### config.mk
export PLATFORM = sky130hd
export DESIGN_NAME = cycle_meter_axil
export DESIGN_NICKNAME = d
export VERILOG_FILES = /design/src/rtl/cyc_pkg.sv /design/src/rtl/cyc_counter_core.sv /design/src/rtl/cyc_axil_ctrl.sv /design/src/rtl/cycle_meter_axil.sv
export SDC_FILE = /design/constraint.sdc
export NUM_CORES = 1
export LEC_CHECK = 0
export BUFFER_PORTS_ARGS = -buffer_cell sky130_fd_sc_hd__buf_2
export CAP_MARGIN = 0
export CORE_UTILIZATION = 27
export DETAILED_ROUTE_END_ITERATION = 6
export GPL_TIMING_DRIVEN = 0
export PLACE_DENSITY = 0.47
export SYNTH_ARGS = -nofsm -noshare
export SYNTH_HDL_FRONTEND = slang
export SYNTH_HIERARCHICAL = 1
export SYNTH_SLANG_ARGS = --single-unit
### constraint.sdc
create_clock -name clk -period 2.4 [get_ports clk]
set_clock_uncertainty 0.1 [all_clocks]
set_input_delay 0.36 -clock clk [delete_from_list [all_inputs] [get_ports clk]]
set_output_delay 0.36 -clock clk [all_outputs]
set_load 0.02 [all_outputs]
### src/rtl/cyc_pkg.sv
package cyc_pkg;
  // Word indices of the mapped locations (byte offset / 4).
  localparam int CTRL_IDX = 0;
  localparam int LOW_IDX  = 1;
  localparam int HIGH_IDX = 2;

  localparam logic [1:0] RESP_OKAY = 2'b00;

  // Strobes passed from the bus control into the counter datapath.
  typedef struct packed {
    logic       wrCtrl;   // control word written this cycle
    logic [1:0] wrBits;   // {stop, start} as written
    logic       rdLow;    // low word read: capture upper half
  } cyc_strobe_t;
endpackage

### src/rtl/cyc_counter_core.sv
module cyc_counter_core
  import cyc_pkg::*;
#(
  parameter int CNT_W  = 64,
  parameter int DATA_W = 32
) (
  input  logic              clk,
  input  logic              rstN,
  input  cyc_strobe_t       str,
  output logic [1:0]        ctrlBits,
  output logic [DATA_W-1:0] cntLow,
  output logic [DATA_W-1:0] cntHighShadow
);
  localparam int HI_W = CNT_W - DATA_W;

  logic [1:0]       ctrlQ;
  logic             running;
  logic [CNT_W-1:0] cnt;
  logic [HI_W-1:0]  shadowQ;
  logic             stopReq;
  logic             startRise;

  assign stopReq   = str.wrCtrl && str.wrBits[1];
  assign startRise = str.wrCtrl && str.wrBits[0] && !str.wrBits[1] && !ctrlQ[0];

  always_ff @(posedge clk) begin
    if (!rstN) begin
      ctrlQ   <= '0;
      running <= 1'b0;
      cnt     <= '0;
      shadowQ <= '0;
    end else begin
      if (str.wrCtrl) ctrlQ <= str.wrBits;
      if (stopReq)        running <= 1'b0;
      else if (startRise) running <= 1'b1;
      if (startRise)    cnt <= '0;
      else if (running) cnt <= cnt + 1'b1;
      if (str.rdLow) shadowQ <= cnt[CNT_W-1:DATA_W];
    end
  end

  assign ctrlBits = ctrlQ;
  assign cntLow   = cnt[DATA_W-1:0];

  generate
    if (HI_W < DATA_W) begin : g_pad
      assign cntHighShadow = {{(DATA_W-HI_W){1'b0}}, shadowQ};
    end else begin : g_full
      assign cntHighShadow = shadowQ[DATA_W-1:0];
    end
  endgenerate

  // increments by one when running (wrap is natural modulo 2^CNT_W)
  assert_count_step_R1: assert property (@(posedge clk) disable iff (!rstN)
    running && !startRise |=> cnt == $past(cnt) + 1'b1);
  // holds when stopped
  assert_count_hold_R1: assert property (@(posedge clk) disable iff (!rstN)
    !running && !startRise |=> $stable(cnt));
  // fresh start clears and runs
  assert_start_clears_R2: assert property (@(posedge clk) disable iff (!rstN)
    startRise |=> cnt == '0 && running);
  // stop wins over start
  assert_stop_wins_R4: assert property (@(posedge clk) disable iff (!rstN)
    str.wrCtrl && str.wrBits == 2'b11 |=> !running);
endmodule

### src/rtl/cyc_axil_ctrl.sv
module cyc_axil_ctrl
  import cyc_pkg::*;
#(
  parameter int ADDR_W = 4,
  parameter int DATA_W = 32
) (
  input  logic                clk,
  input  logic                rstN,
  input  logic [ADDR_W-1:0]   awAddr,
  input  logic                awValid,
  output logic                awReady,
  input  logic [DATA_W-1:0]   wData,
  input  logic [DATA_W/8-1:0] wStrb,
  input  logic                wValid,
  output logic                wReady,
  output logic [1:0]          bResp,
  output logic                bValid,
  input  logic                bReady,
  input  logic [ADDR_W-1:0]   arAddr,
  input  logic                arValid,
  output logic                arReady,
  output logic [DATA_W-1:0]   rData,
  output logic [1:0]          rResp,
  output logic                rValid,
  input  logic                rReady,
  input  logic [1:0]          ctrlBits,
  input  logic [DATA_W-1:0]   cntLow,
  input  logic [DATA_W-1:0]   cntHighShadow,
  output cyc_strobe_t         str
);
  localparam int IDX_W = ADDR_W - 2;
  localparam logic [IDX_W-1:0] I_CTRL = IDX_W'(CTRL_IDX);
  localparam logic [IDX_W-1:0] I_LOW  = IDX_W'(LOW_IDX);
  localparam logic [IDX_W-1:0] I_HIGH = IDX_W'(HIGH_IDX);

  // ---- write side ----
  logic                awHave, wHave, bValidQ;
  logic [IDX_W-1:0]    awIdxQ;
  logic [1:0]          wBitsQ;
  logic                wStrb0Q;
  logic                doWrite;

  assign awReady = !awHave && !bValidQ;
  assign wReady  = !wHave && !bValidQ;
  assign doWrite = awHave && wHave && !bValidQ;

  always_ff @(posedge clk) begin
    if (!rstN) begin
      awHave  <= 1'b0;
      wHave   <= 1'b0;
      bValidQ <= 1'b0;
      awIdxQ  <= '0;
      wBitsQ  <= '0;
      wStrb0Q <= 1'b0;
    end else begin
      if (awValid && awReady) begin
        awHave <= 1'b1;
        awIdxQ <= awAddr[ADDR_W-1:2];
      end
      if (wValid && wReady) begin
        wHave   <= 1'b1;
        wBitsQ  <= wData[1:0];
        wStrb0Q <= wStrb[0];
      end
      if (doWrite) begin
        awHave  <= 1'b0;
        wHave   <= 1'b0;
        bValidQ <= 1'b1;
      end else if (bValidQ && bReady) begin
        bValidQ <= 1'b0;
      end
    end
  end

  assign bValid = bValidQ;
  assign bResp  = RESP_OKAY;

  // ---- read side ----
  logic              rValidQ;
  logic [DATA_W-1:0] rDataQ;
  logic [DATA_W-1:0] rdMux;
  logic              arHs;
  logic [IDX_W-1:0]  arIdx;

  assign arReady = !rValidQ;
  assign arHs    = arValid && arReady;
  assign arIdx   = arAddr[ADDR_W-1:2];

  always_comb begin
    case (arIdx)
      I_CTRL:  rdMux = {{(DATA_W-2){1'b0}}, ctrlBits};
      I_LOW:   rdMux = cntLow;
      I_HIGH:  rdMux = cntHighShadow;
      default: rdMux = '0;
    endcase
  end

  always_ff @(posedge clk) begin
    if (!rstN) begin
      rValidQ <= 1'b0;
      rDataQ  <= '0;
    end else if (arHs) begin
      rValidQ <= 1'b1;
      rDataQ  <= rdMux;
    end else if (rValidQ && rReady) begin
      rValidQ <= 1'b0;
    end
  end

  assign rValid = rValidQ;
  assign rData  = rDataQ;
  assign rResp  = RESP_OKAY;

  // ---- strobes to datapath ----
  assign str.wrCtrl = doWrite && (awIdxQ == I_CTRL) && wStrb0Q;
  assign str.wrBits = wBitsQ;
  assign str.rdLow  = arHs && (arIdx == I_LOW);

  // write response held under back-pressure
  assert_bvalid_hold_R9: assert property (@(posedge clk) disable iff (!rstN)
    bValid && !bReady |=> bValid);
  // read data held stable under back-pressure
  assert_rdata_hold_R9: assert property (@(posedge clk) disable iff (!rstN)
    rValid && !rReady |=> rValid && $stable(rData));
  // nothing new accepted while a write response is pending
  assert_no_accept_busy_R8: assert property (@(posedge clk) disable iff (!rstN)
    bValid |-> !awReady && !wReady);
  // response follows once both halves are held
  assert_bvalid_after_both_R8: assert property (@(posedge clk) disable iff (!rstN)
    awHave && wHave && !bValid |=> bValid);
endmodule

### src/rtl/cycle_meter_axil.sv
module cycle_meter_axil
  import cyc_pkg::*;
#(
  parameter int ADDR_W = 4,
  parameter int DATA_W = 32,
  parameter int CNT_W  = 64
) (
  input  logic                clk,
  input  logic                rstN,
  input  logic [ADDR_W-1:0]   awAddr,
  input  logic                awValid,
  output logic                awReady,
  input  logic [DATA_W-1:0]   wData,
  input  logic [DATA_W/8-1:0] wStrb,
  input  logic                wValid,
  output logic                wReady,
  output logic [1:0]          bResp,
  output logic                bValid,
  input  logic                bReady,
  input  logic [ADDR_W-1:0]   arAddr,
  input  logic                arValid,
  output logic                arReady,
  output logic [DATA_W-1:0]   rData,
  output logic [1:0]          rResp,
  output logic                rValid,
  input  logic                rReady
);
  cyc_strobe_t       str;
  logic [1:0]        ctrlBits;
  logic [DATA_W-1:0] cntLow;
  logic [DATA_W-1:0] cntHighShadow;

  cyc_axil_ctrl #(.ADDR_W(ADDR_W), .DATA_W(DATA_W)) u_ctrl (
    .clk(clk), .rstN(rstN),
    .awAddr(awAddr), .awValid(awValid), .awReady(awReady),
    .wData(wData), .wStrb(wStrb), .wValid(wValid), .wReady(wReady),
    .bResp(bResp), .bValid(bValid), .bReady(bReady),
    .arAddr(arAddr), .arValid(arValid), .arReady(arReady),
    .rData(rData), .rResp(rResp), .rValid(rValid), .rReady(rReady),
    .ctrlBits(ctrlBits), .cntLow(cntLow), .cntHighShadow(cntHighShadow),
    .str(str)
  );

  cyc_counter_core #(.CNT_W(CNT_W), .DATA_W(DATA_W)) u_core (
    .clk(clk), .rstN(rstN), .str(str),
    .ctrlBits(ctrlBits), .cntLow(cntLow), .cntHighShadow(cntHighShadow)
  );
endmodule

== After elaboration in Yosys (flattened, before gate mapping) ==
Cells that the tools add are included.

* Output and inout bits: 41
* Logic and storage cells: 50
* Flip-flop bits (word level): 140

* Add/sub/neg operators: 1
* Reductions and logical operators: 29
* Eq/ne operators: 2
* Bitwise gates (word level): 1
* Mux-type cells: 5

{| class="wikitable"
|+ Operator list
! kind !! count
|-
| one-hot mux 32 bit (3 select lines) || 1
|-
| adder 64 x 1 -> 64 bit (second input constant) || 1
|-
| logical AND 1 bit || 16
|-
| zero test 1 bit || 6
|-
| OR reduction 2 bit || 3
|-
| zero test 2 bit || 2
|-
| two-way mux 1 bit || 4
|-
| nonzero test 2 bit || 2
|-
| == test 2 x 1 -> 1 bit (second input constant) || 1
|-
| == test 2 bit (second input constant) || 1
|-
| NOT 1 bit || 1
|}

== Longest topological paths before layout ==
Gate-level depths: netlist (run 1).

* Depth after elaboration: 8
* Depth in mapped cells: 8
* Mapped depth without buffers: 7

== Cells and area by module ==
The synthesis (run 1) kept the hierarchy.

{| class="wikitable"
|+ Modules (own cells, without submodules)
! module !! cells each !! area an instance (µm²) !! sequential area each (µm²) !! instances
|-
| cyc_counter_core || 510 || 4570.6 || 1981.9 || 1
|-
| cyc_axil_ctrl || 168 || 1798.0 || 820.8 || 1
|}

== Worst setup path after synthesis (run 1) ==
No wires, ideal clock.

* Path kind: register to register
* Start point: register u_ctrl.bValidQ (netlist: u_ctrl/bValid)
* End point: register u_core.cnt[0]
* Path slack: -0.087 ns
* Stages on the path, launching flop included: 8
* Setup time: 0.128 ns
* Data arrival time: 2.260 ns
* Path buffers: 3
* Required time: 2.172 ns
* Path through: dfxtp_1 > clkbuf_1 > nor4_1 > nand2_1 > o31ai_1 > clkbuf_1 > buf_1 > nor2_1

{| class="wikitable"
|+ RTL lines
! element !! RTL line !! RTL
|-
| from (decl) || cyc_axil_ctrl.sv:37 || <nowiki>logic awHave, wHave, bValidQ;</nowiki>
|-
| from (signal assigned) || cyc_axil_ctrl.sv:51 || <nowiki>bValidQ <= 1'b0;</nowiki>
|-
| from (signal assigned) || cyc_axil_ctrl.sv:68 || <nowiki>bValidQ <= 1'b1;</nowiki>
|-
| from (signal assigned) || cyc_axil_ctrl.sv:70 || <nowiki>bValidQ <= 1'b0;</nowiki>
|-
| to (signal assigned) || cyc_counter_core.sv:37 || <nowiki>else if (running) cnt <= cnt + 1'b1;</nowiki>
|-
| to (decl) || cyc_counter_core.sv:18 || <nowiki>logic [CNT_W-1:0] cnt;</nowiki>
|}

== Worst setup path after layout (run 1) ==
* Start point: register u_core.cnt[0]
* End point: register u_core.cnt[38]

* Word-level cells in the longest chain between the ends: 1

{| class="wikitable"
|+ RTL lines
! element !! RTL line
|-
| adder 64 x 1 -> 64 bit || cyc_counter_core.sv:37
|}

Every way passes these cells.
A chain may end at the register's enable or synchronous reset.

==> run_results.csv, run 1 <==
group,metric,value,unit
drt,ant_nets,0,
timing,slew_viol_final,0,
run_status,outcome,"finished, final reports clean",
final_layout,area_delta_synth_final,26.1,%
power_and_ir_drop,p_leak,3.16,nW
logic_synthesis,syn_area_per_cell,9.39,sq um
min_path,min_path_type,"input pin to register",
power_and_ir_drop,clkPwrFrac,0.523,
final_layout,fin_util,0.350,
place,numPortBuffers,50,
critical_path,cp.required,2.65,ns
timing,max_freq,0.431,GHz
critical_path,r2r_start,"u_core/cnt[0]",
timing,rsz0062_at_grt,"true",
drt,routed.top_layer,"met4",
final_layout,diodes,0,
final_layout,final_nets,824,
final_layout,final_common_cell,"dfxtp_1",
power_and_ir_drop,intPower,4.26,mW
clock_network,cts_tree,"done",
drt,routedWlPerCell,16.4,um
critical_path,crit_end,"u_core/cnt[38]",
critical_path,start_kind,"register",
power_and_ir_drop,pwr-share-seq,0.435,
critical_path,max_stage_delay,0.51,ns
final_layout,fin_cells,1097,
grt,grt_pass1_wl,27900,um
logic_synthesis,synth_edf_count,0,
drt,viasPerCell,4.69,
drt,wl_met1,9480,um
grt,grt_antenna_before_repair,0,
clock_network,htree_levels,4,
critical_path,crit_chain,"ha_2 -> nand4_1 -> nor4_4 -> buf_4 -> nand3_2 -> buf_6 -> or4_1 -> a21oi_2",
critical_path,worstSetupPathType,"register to register",
power_and_ir_drop,swShare,0.212,
logic_synthesis,ys_seq_area_frac,0.440,
critical_path,worst-path-max-fanout,5,
die,dieHeight,156,um
critical_path,setup.worst_path.start,"u_core/cnt[0]",
clock_network,ctsRootBufferMaster,"clkbuf_16",
logic_synthesis,synth_flop_cell,"dfxtp_1",
critical_path,endpoint_kind,"register",
place,place_hpwl,12600,um
grt,grt-ovfl-total,0,
drt,route.met2.wl,7610,um
critical_path,cp.depth,8,
timing,layout_setup_ws,0.0777,ns
clock_network,cts_sinks,140,
place,dp_slack,-1.11,ns
timing,worst_pin_slew,0.666,ns
timing,maxSlewHeadroom,0.556,
die,die-area,0.0242,sq mm
timing,hold_viol_final,0,
power_and_ir_drop,max-vdd-ir-drop,0.415,mV
logic_synthesis,syn_area,0.00637,sq mm
die,start_util,0.278,
critical_path,cp_num_buf_inv,2,
die,core-area,0.0229,sq mm
drt,dr.pass1.iters,4,
drt,vias,5148,
drt,drtIter0Drc,377,
grt,groute.usage.overall,0.154,
power_and_ir_drop,power.density,673,mW/mm^2
final_layout,layout_common_cells,"dfxtp_1, buf_4, buf_2, nor2_1, mux2i_1",
drt,wl_met3,687,um
clock_network,path_clk_slew,0.06,ns
timing,fin_crit,2.32,ns
grt,grt_max_degree,17,
job,drv_cap,0,
clock_network,cts.path.max_buffers,2,
place,gp_congestion,0.784,
place,dp_cells,1044,
critical_path,crit_slowest_cell,"or4_1",
timing,finalCritPeriodShare,0.968,
final_layout,drive_gt1_frac,0.270,
drt,drc,0,
timing,setup_violations,0,
die,die_w,156,um
critical_path,worstRegToRegCells,8,
logic_synthesis,synth_seq_cells,140,
critical_path,critical-path-top-delay-family,"simple AND/OR/NAND/NOR gates",
die,io-pin-count,92,
drt,routed_wl,18000,um
die,core.rowCount,55,
grt,grt_pass1_vias,4741,
power_and_ir_drop,p_comb_frac,0.042,
critical_path,cp.arrival,2.58,ns
critical_path,r2r-end,"u_core/cnt[38]",
clock_network,clk_latency,0.42,ns
logic_synthesis,yosys_warnings,6,
logic_synthesis,synth_cell_types,51,
power_and_ir_drop,p_sw,1.15,mW
critical_path,rrSetupSlack,0.08,ns
logic_synthesis,syn_inst,678,
clock_network,cts_made_buffers,17,
logic_synthesis,async_flop_share,0,
## logic make-up after synthesis
kind of cell,synth area share
flip-flops,0.440
AND/OR/NAND/NOR,0.255
other,0.000589
multiplexers,0.0662
buffers and inverters,0.0794
AO/OA/AOI/OAI,0.114
adder cells (fa/ha/maj),0.00196
XOR/XNOR,0.0426
## area by class of cell
class / count / area, sq um
Timing Repair Buffer: 72 / 428
Multi-Input combinational cell: 458 / 3220
Clock buffer: 24 / 492
Buffer: 72 / 512
Inverter: 11 / 41.3
Fill cell: 2349 / 14900
Clock inverter: 7 / 135
Tap cell: 313 / 392
Sequential cell: 140 / 2810
## worst min path at each step
stage                                   to  depth (start not counted)      startpoint  slack, ns
after floorplan             u_core/cnt[63]                          2  u_core/cnt[63]       0.34
after global placement      u_core/cnt[63]                          2  u_core/cnt[63]       0.36
after detailed placement    u_core/cnt[63]                          2  u_core/cnt[63]       0.36
after CTS                 u_ctrl/awIdxQ[1]                          3       awAddr[3]       0.06
after global routing      u_ctrl/awIdxQ[0]                          3       awAddr[2]       0.07
final                     u_ctrl/awIdxQ[1]                          3       awAddr[3]       0.08
## flip-flops by register name, summed over array words and instances, names as in the netlist, 2 cells and up
| register | cells |
|---|---|
| u_core/cnt | 64 |
| u_core/cntHighShadow | 32 |
| u_ctrl/rData | 32 |
| u_core/ctrlBits | 2 |
| u_ctrl/awIdxQ | 2 |
| u_ctrl/wBitsQ | 2 |
## timing repair
item / in CTS / in global routing
gates resized for setup: 23 / 35
hold endpoints to repair: 0 / 0
buffers inserted: 10 / 12
hold buffers: 0 / 0
endpoints found under the setup margin: 73 / 80
pin swaps: 7 / 10
## cells in the mapped netlist, drive strengths merged (4+ instances only)
cell type    n  share of area
dfxtp      140           0.44
buf         54          0.062
nor2        53          0.031
mux2i       41          0.064
and3        34          0.033
nand2       33          0.019
nor2b       33          0.032
a221o       30          0.050
a21oi       28          0.022
nand4       28          0.028
nand3       27          0.021
xor2        22          0.030
clkbuf      18          0.011
or3         15          0.015
or4         15          0.018
o21ai       14          0.011
o31ai       13          0.015
inv         11         0.0065
nor4        11          0.014
nor3        10          0.013
nand2b       9          0.010
xnor2        9          0.012
and2         4         0.0039
and4         4         0.0055
nor3b        4         0.0063
## metal layers
layer	vias to the layer above	global-route usage
met5	-	0
met4	0	0.0481
met3	12	0.0328
met2	101	0.219
met1	2423	0.228
li1	2612	-
## worst reg2reg max path, cell delays in order (launching register included)
cell	delay, ns
dfxtp_4	0.36
ha_2	0.19
nand4_1	0.19
nor4_4	0.29
buf_4	0.19
nand3_2	0.12
buf_6	0.16
or4_1	0.51
a21oi_2	0.14
## power by group through the flow
| stage | sequential, mW | combinational (mW) | clock [mW] |
|---|---|---|---|
| 2_1_floorplan | 2.40 | 0.135 | 0 |
| 3_3_place_gp | 2.40 | 0.220 | 0 |
| 3_5_place_dp | 2.40 | 0.219 | 0 |
| 4_1_cts | 2.35 | 0.230 | 2.90 |
| 5_1_grt | 2.35 | 0.245 | 3.00 |
| 6_report | 2.35 | 0.228 | 2.83 |
## stage by stage
stage	instance area [sq um]	power, mW	TNS, ns	hold WS [ns]
floorplan	6380	2.54	0	0.342
global placement	7030	2.62	-52.52	0.361
detailed placement	7030	2.62	-50.37	0.364
CTS	7820	5.48	0	0.0587
global route	8030	5.60	-0.0672	0.0730
finish	8030	5.41	0	0.0769
(Power assumes the default switching activity.)
==> inputs of run 2 (changes only) <==
--- a/config.mk
+++ b/config.mk
@@ -7,11 +7,12 @@
 export LEC_CHECK = 0
 export BUFFER_PORTS_ARGS = -buffer_cell sky130_fd_sc_hd__buf_2
 export CAP_MARGIN = 0
-export CORE_UTILIZATION = 27
+export CORE_UTILIZATION = 45
 export DETAILED_ROUTE_END_ITERATION = 6
 export GPL_TIMING_DRIVEN = 0
-export PLACE_DENSITY = 0.47
+export PLACE_DENSITY = 0.7
 export SYNTH_ARGS = -nofsm -noshare
 export SYNTH_HDL_FRONTEND = slang
 export SYNTH_HIERARCHICAL = 1
 export SYNTH_SLANG_ARGS = --single-unit
+export TNS_END_PERCENT = 100
==> run 2 against run 1 <==
Net effect: via count is 4.6% higher; sequential share of layout area is 1.0 points higher; worst setup slack lost 0.039 ns; utilization up 21 points; first-iteration DRC count increased by 5.3%; global-route usage grew 8.4 points; count of clock-buffer cells in the layout fell by 5; worst hold slack improved by 0.00080 ns; clock power grew 4%; sequential power barely moved; non-clock buffer count is 6 lower; largest power group unchanged.
==> run_results.csv, run 2 (synthesis results as in run 1) <==
group,metric,value,unit
run_status,outcome,"finished, final reports clean",
clock_network,ctsRootBufferMaster,"clkbuf_16",
final_layout,fin_util,0.563,
die,core.rowCount,43,
power_and_ir_drop,power.density,709,mW/mm^2
timing,hold_viol_final,0,
min_path,min_path_type,"input pin to register",
drt,dr.pass1.iters,5,
critical_path,cp.arrival,2.63,ns
grt,groute.usage.overall,0.237,
die,core-area,0.0138,sq mm
timing,fin_crit,2.36,ns
clock_network,postCtsHoldBufs,0,
timing,rsz0062_at_grt,"true",
place,gp_congestion,0.876,
critical_path,cp.required,2.67,ns
min_path,min_from,"wStrb[0]",
clock_network,cts_tree,"done",
drt,vias,5387,
critical_path,worstRegToRegCells,7,
final_layout,regMostFlops,"u_core/cnt",
grt,grt_pass1_vias,5355,
drt,routed_wl,16400,um
grt,grt_pass1_wl,26700,um
grt,grt_max_degree,17,
timing,max_freq,0.423,GHz
grt,grt-ovfl-total,0,
clock_network,path_clk_slew,0.06,ns
final_layout,final_nets,818,
clock_network,cts_made_buffers,17,
drt,drc,0,
die,io-pin-count,92,
drt,routedWlPerCell,17.2,um
critical_path,endpoint_kind,"register",
critical_path,start_kind,"register",
final_layout,drive_gt1_frac,0.256,
final_layout,layout_common_cells,"dfxtp_1, buf_2, buf_4, nor2_1, mux2i_1",
timing,setup_tns,0,ns
place,place_hpwl,11400,um
critical_path,r2r-end,"u_core/cnt[50]",
power_and_ir_drop,p_leak,3.08,nW
die,start_util,0.461,
final_layout,largest_reg_flops,64,
timing,slew_viol_final,0,
clock_network,clk_latency,0.43,ns
die,die_w,121,um
timing,worst_pin_slew,0.635,ns
drt,ant_nets,0,
power_and_ir_drop,max-vdd-ir-drop,0.495,mV
min_path,min_to,"u_ctrl/wStrb0Q",
die,dieHeight,121,um
critical_path,rrSetupSlack,0.04,ns
timing,setup_violations,0,
final_layout,finalInstanceArea,0.00778,sq mm
drt,viasPerCell,5.62,
die,die-area,0.0146,sq mm
timing,layout_setup_ws,0.0382,ns
place,placed_cell_area,0.00686,sq mm
final_layout,area_delta_synth_final,22.2,%
grt,grt_antenna_before_repair,0,
clock_network,htree_levels,4,
final_layout,diodes,0,
place,numPortBuffers,50,
drt,drtIter0Drc,397,
timing,maxSlewHeadroom,0.574,
job,drv_cap,0,
timing,finalCritPeriodShare,0.984,
place,dp_slack,-0.820,ns
clock_network,cts_sinks,140,
min_path,min_path_cells,3,
critical_path,worstSetupPathType,"register to register",
critical_path,r2r_start,"u_core/cnt[0]",
clock_network,cts.path.max_buffers,2,
final_layout,final_common_cell,"dfxtp_1",
critical_path,worst-path-max-fanout,4,
==> run 2: worst max-delay path by stage <==
stage          depth (start not counted)              to           from  slack, ns
3_3_place_gp                           7  u_core/cnt[16]  u_ctrl/bValid      -0.71
5_1_grt                                8  u_core/cnt[38]  u_core/cnt[0]      -0.04
6_report                               7  u_core/cnt[50]  u_core/cnt[0]       0.04
2_1_floorplan                          7   u_core/cnt[0]  u_ctrl/bValid       0.03
3_5_place_dp                           7  u_core/cnt[21]  u_ctrl/bValid      -0.82
4_1_cts                                6  u_core/cnt[50]  u_core/cnt[0]       0.02
==> run 2: metrics by stage <==
step	power, mW	cells	hold WS (ns)
final	5.51	958	0.0777
after global routing	5.70	958	0.0959
after CTS	5.56	951	0.0680
after detailed placement	2.61	911	0.375
after floorplan	2.54	681	0.342
after global placement	2.60	911	0.363
==> run 2: repair_timing <==
| action | 4_1_cts | 5_1_grt |
|---|---|---|
| buffers inserted | 9 | 7 |
| endpoints found under the hold margin | 0 | 0 |
| endpoints found under the setup margin | 71 | 56 |
| resized for setup | 17 | 22 |
| pin swaps | 4 | 8 |
==> run 2: critical path, stage by stage, from the launching register on <==
cell	delay, ns
dfxtp_2	0.36
ha_2	0.20
nand4_1	0.07
buf_4	0.17
nor4_4	0.37
nand3_2	0.22
or4b_2	0.72
nand2_1	0.09
==> run 2: per-layer routing <==
layer | part of all wire | routed length [um] | track usage | up-vias
met4 | 0.031 | 505 | 0.136 | 0
met2 | 0.48 | 7910 | 0.386 | 159
met1 | 0.44 | 7260 | 0.295 | 2592
li1 | - | - | - | 2602
met3 | 0.046 | 758 | 0.0423 | 34
met5 | 0 | 0 | 0 | -
==> run 2: final cells by class <==
| class | count | area, sq um |
|---|---|---|
| plain buffers | 72 | 502 |
| flip-flops and latches | 140 | 2810 |
| repair buffers | 66 | 370 |
| inverters | 11 | 41.3 |
| fillers | 1199 | 6050 |
| well taps | 180 | 225 |
| clock buffers | 19 | 443 |
| clock inverters | 12 | 219 |
| multi-input cells | 458 | 3170 |
==> run 2: power by group <==
| group | total [mW] | leakage [nW] | internal, mW | switching (mW) |
|---|---|---|---|---|
| combinational | 0.221 | 1.63 | 0.0811 | 0.140 |
| clock | 2.94 | 0.319 | 1.96 | 0.980 |
| sequential | 2.35 | 1.13 | 2.34 | 0.0123 |
| total | 5.51 | 3.08 | 4.38 | 1.13 |
==> inputs of run 3 (changes only) <==
--- a/config.mk
+++ b/config.mk
@@ -8,11 +8,11 @@
 export BUFFER_PORTS_ARGS = -buffer_cell sky130_fd_sc_hd__buf_2
 export CAP_MARGIN = 0
 export CORE_UTILIZATION = 45
+export CTS_BUF_LIST = sky130_fd_sc_hd__clkbuf_8 sky130_fd_sc_hd__clkbuf_16
 export DETAILED_ROUTE_END_ITERATION = 6
 export GPL_TIMING_DRIVEN = 0
 export PLACE_DENSITY = 0.7
 export SYNTH_ARGS = -nofsm -noshare
 export SYNTH_HDL_FRONTEND = slang
-export SYNTH_HIERARCHICAL = 1
 export SYNTH_SLANG_ARGS = --single-unit
 export TNS_END_PERCENT = 100
==> run 3 against run 2 <==
Net effect: synthesized cell count is 4.1% higher; maximum frequency grew 1.6%; sequential cell count unchanged; global-route usage fell by 0.13 points; area after synthesis down 3.1%; final area is 5.0% lower; die area down 3.1%; first-iteration DRC count increased by 20%; non-clock buffer count is 30 lower; register-to-register slack improved by 0.04 ns; combinational power up 53%; largest cell class unchanged; largest power group unchanged; highest routed layer unchanged.
==> run_results.csv, run 3 <==
group,metric,value,unit
run_status,outcome,"finished, final reports clean",
grt,grt_max_degree,17,
place,dp_cells,935,
logic_synthesis,synth_top_family_by_area,"simple AND/OR/NAND/NOR gates",
die,io-pin-count,92,
critical_path,worstSetupPathType,"register to register",
die,dieHeight,119,um
timing,max_freq,0.430,GHz
grt,grtUsageMet1,0.301,
clock_network,cts_tree,"done",
drt,routedWlPerCell,16.7,um
timing,rsz0062_at_grt,"true",
timing,worst_pin_slew,0.938,ns
die,core.rowCount,42,
power_and_ir_drop,power.density,749,mW/mm^2
grt,grt-busiest-layer,"met2",
grt,grt-ovfl-total,0,
die,die_w,119,um
final_layout,diodes,0,
timing,setup_violations,0,
drt,routed_wl,16200,um
logic_synthesis,synth_flop_cell,"dfxtp_1",
logic_synthesis,synth_xor_area_frac,0.0412,
clock_network,path_clk_slew,0.06,ns
grt,grt_antenna_before_repair,0,
job,drv_cap,0,
logic_synthesis,yosys_warnings,0,
power_and_ir_drop,max-vdd-ir-drop,0.511,mV
logic_synthesis,synth_cell_types,49,
critical_path,worst-path-max-fanout,10,
logic_synthesis,syn_area,0.00617,sq mm
logic_synthesis,synth_edf_count,0,
clock_network,clk_latency,0.42,ns
critical_path,cp_common_cell,"buf_2",
critical_path,start_kind,"register",
min_path,min_path_cells,2,
critical_path,worstRegToRegCells,7,
place,gp_congestion,0.864,
grt,grt_pass1_vias,5384,
logic_synthesis,async_flop_share,0,
final_layout,final_common_cell,"dfxtp_1",
clock_network,postCtsHoldBufs,0,
critical_path,max_stage_delay,0.46,ns
clock_network,cts.path.max_buffers,2,
drt,vias,5608,
clock_network,htree_levels,4,
drt,drtIter0Drc,475,
drt,drc,0,
timing,fin_crit,2.32,ns
logic_synthesis,synth.most_common_cell,"dfxtp_1",
final_layout,area_delta_synth_final,19.8,%
logic_synthesis,ys_seq_area_frac,0.454,
grt,grt_pass1_wl,26700,um
timing,finalCritPeriodShare,0.968,
logic_synthesis,synth-simple-area-share,0.242,
logic_synthesis,yosys-top-cells-count,"dfxtp_1, nand2_1, nor2_1",
logic_synthesis,yosys.area_share.adder,0.00203,
min_path,min_path_type,"input pin to register",
power_and_ir_drop,total_power,5.53,mW
timing,maxSlewHeadroom,0.369,
critical_path,r2r-end,"u_core.cnt[43]",
clock_network,ctsRootBufferMaster,"clkbuf_16",
critical_path,rrSetupSlack,0.08,ns
final_layout,drive_gt1_frac,0.151,
critical_path,cp.required,2.59,ns
logic_synthesis,syn_inst,706,
final_layout,regMostFlops,"u_core.cnt",
logic_synthesis,synth_seq_cells,140,
final_layout,final_nets,839,
logic_synthesis,syn_area_per_cell,8.74,sq um
power_and_ir_drop,p_leak,2.93,nW
grt,grt_use_met3,0.0489,
critical_path,crit_slowest_cell,"dfxtp_1",
grt,groute.usage.overall,0.236,
clock_network,cts_sinks,140,
die,die-area,0.0142,sq mm
critical_path,crit_chain,"nand3_1 -> nor4_4 -> nand2_2 -> buf_2 -> buf_2 -> o31ai_1 -> a21oi_1",
final_layout,fin_cells,975,
min_path,min_from,"arValid",
logic_synthesis,yosys.area.top_type,"dfxtp_1",
grt,grt_util_met2,0.388,
place,place_hpwl,11600,um
clock_network,cts_made_buffers,17,
min_path,min_to,"u_ctrl.rValid",
die,core-area,0.0133,sq mm
logic_synthesis,synth_compound_area_frac,0.207,
critical_path,endpoint_kind,"register",
critical_path,r2r_start,"u_core.cnt[8]",
final_layout,largest_reg_flops,64,
die,start_util,0.464,
place,numPortBuffers,50,
drt,dr.pass1.iters,5,
final_layout,layout_common_cells,"dfxtp_1, nand2_1, buf_2, nor2_1",
critical_path,cp.arrival,2.51,ns
logic_synthesis,netlist_top_cells_area,"dfxtp_1, nand2_1, o211a_1",
drt,ant_nets,0,
timing,slew_viol_final,0,
logic_synthesis,synth_top_area_frac,0.454,
logic_synthesis,synth.area.mux_share,0.0114,
drt,viasPerCell,5.75,
timing,hold_viol_final,0,
## run 3: worst max-delay path by stage
stage	from	end	slack, ns
after floorplan	u_core.running	u_core.cnt[43]	0.39
after global placement	u_ctrl.wHave	u_core.cnt[24]	-0.30
after detailed placement	u_ctrl.wHave	u_core.cnt[20]	-0.42
after CTS	u_core.cnt[11]	u_core.cnt[43]	0.003
after global routing	u_core.cnt[34]	u_core.cnt[52]	-0.02
final	u_core.cnt[8]	u_core.cnt[43]	0.08
## run 3: area by class of cell
type	instances	area [sq um]
timing repair buffer	59	318
clock inverter	11	168
fill	1174	5900
clock buffer	20	467
sequential	140	2810
inverter	12	45.0
multi-input combinational	508	3150
buffer	49	215
tap	176	220
## run 3: metrics by stage
step           hold slack (ns)  area (sq um)  utilization  setup TNS, ns  worst slack (ns)
4_1_cts                 0.0767          7350        0.553              0           0.00326
3_5_place_dp             0.356          6650        0.500         -21.42            -0.420
2_1_floorplan            0.343          6180            -              0             0.387
6_report                0.0873          7390        0.556              0            0.0759
3_3_place_gp             0.355          6650        0.500         -15.72            -0.302
5_1_grt                 0.0914          7390        0.556        -0.0507           -0.0201
## run 3: report_power, final
group / switching [mW] / internal, mW / leakage (nW)
sequential: 0.0286 / 2.37 / 1.14
combinational: 0.223 / 0.116 / 1.49
clock: 0.984 / 1.81 / 0.302
total: 1.24 / 4.30 / 2.93
## run 3: per-layer routing
layer	part of all wire	vias to the layer above
li1	-	2678
met1	0.44	2699
met2	0.48	195
met3	0.057	36
met4	0.022	0
met5	0	-
## run 3: critical path, delay by kind of cell (launching register included)
kind / cells / cell delay [ns]
AO/OA/AOI/OAI: 2 / 0.36
buffers and inverters: 2 / 0.43
flip-flops: 1 / 0.46
AND/OR/NAND/NOR: 3 / 0.83
## run 3: repair_timing
item	CTS	global route
setup buffers	4	5
setup endpoints to repair	63	31
gates resized for setup	5	7
pin swaps	2	5
## run 3: cell families (layout without fill, tap and decap cells)
family / after synthesis / after routing
compound gates: 173 / 173
xor+xnor: 29 / 29
fa+ha+maj: 1 / 1
buf+inv: 61 / 151
flops: 140 / 140
mux: 7 / 7
other cells: 1 / 4
simple gates: 294 / 294
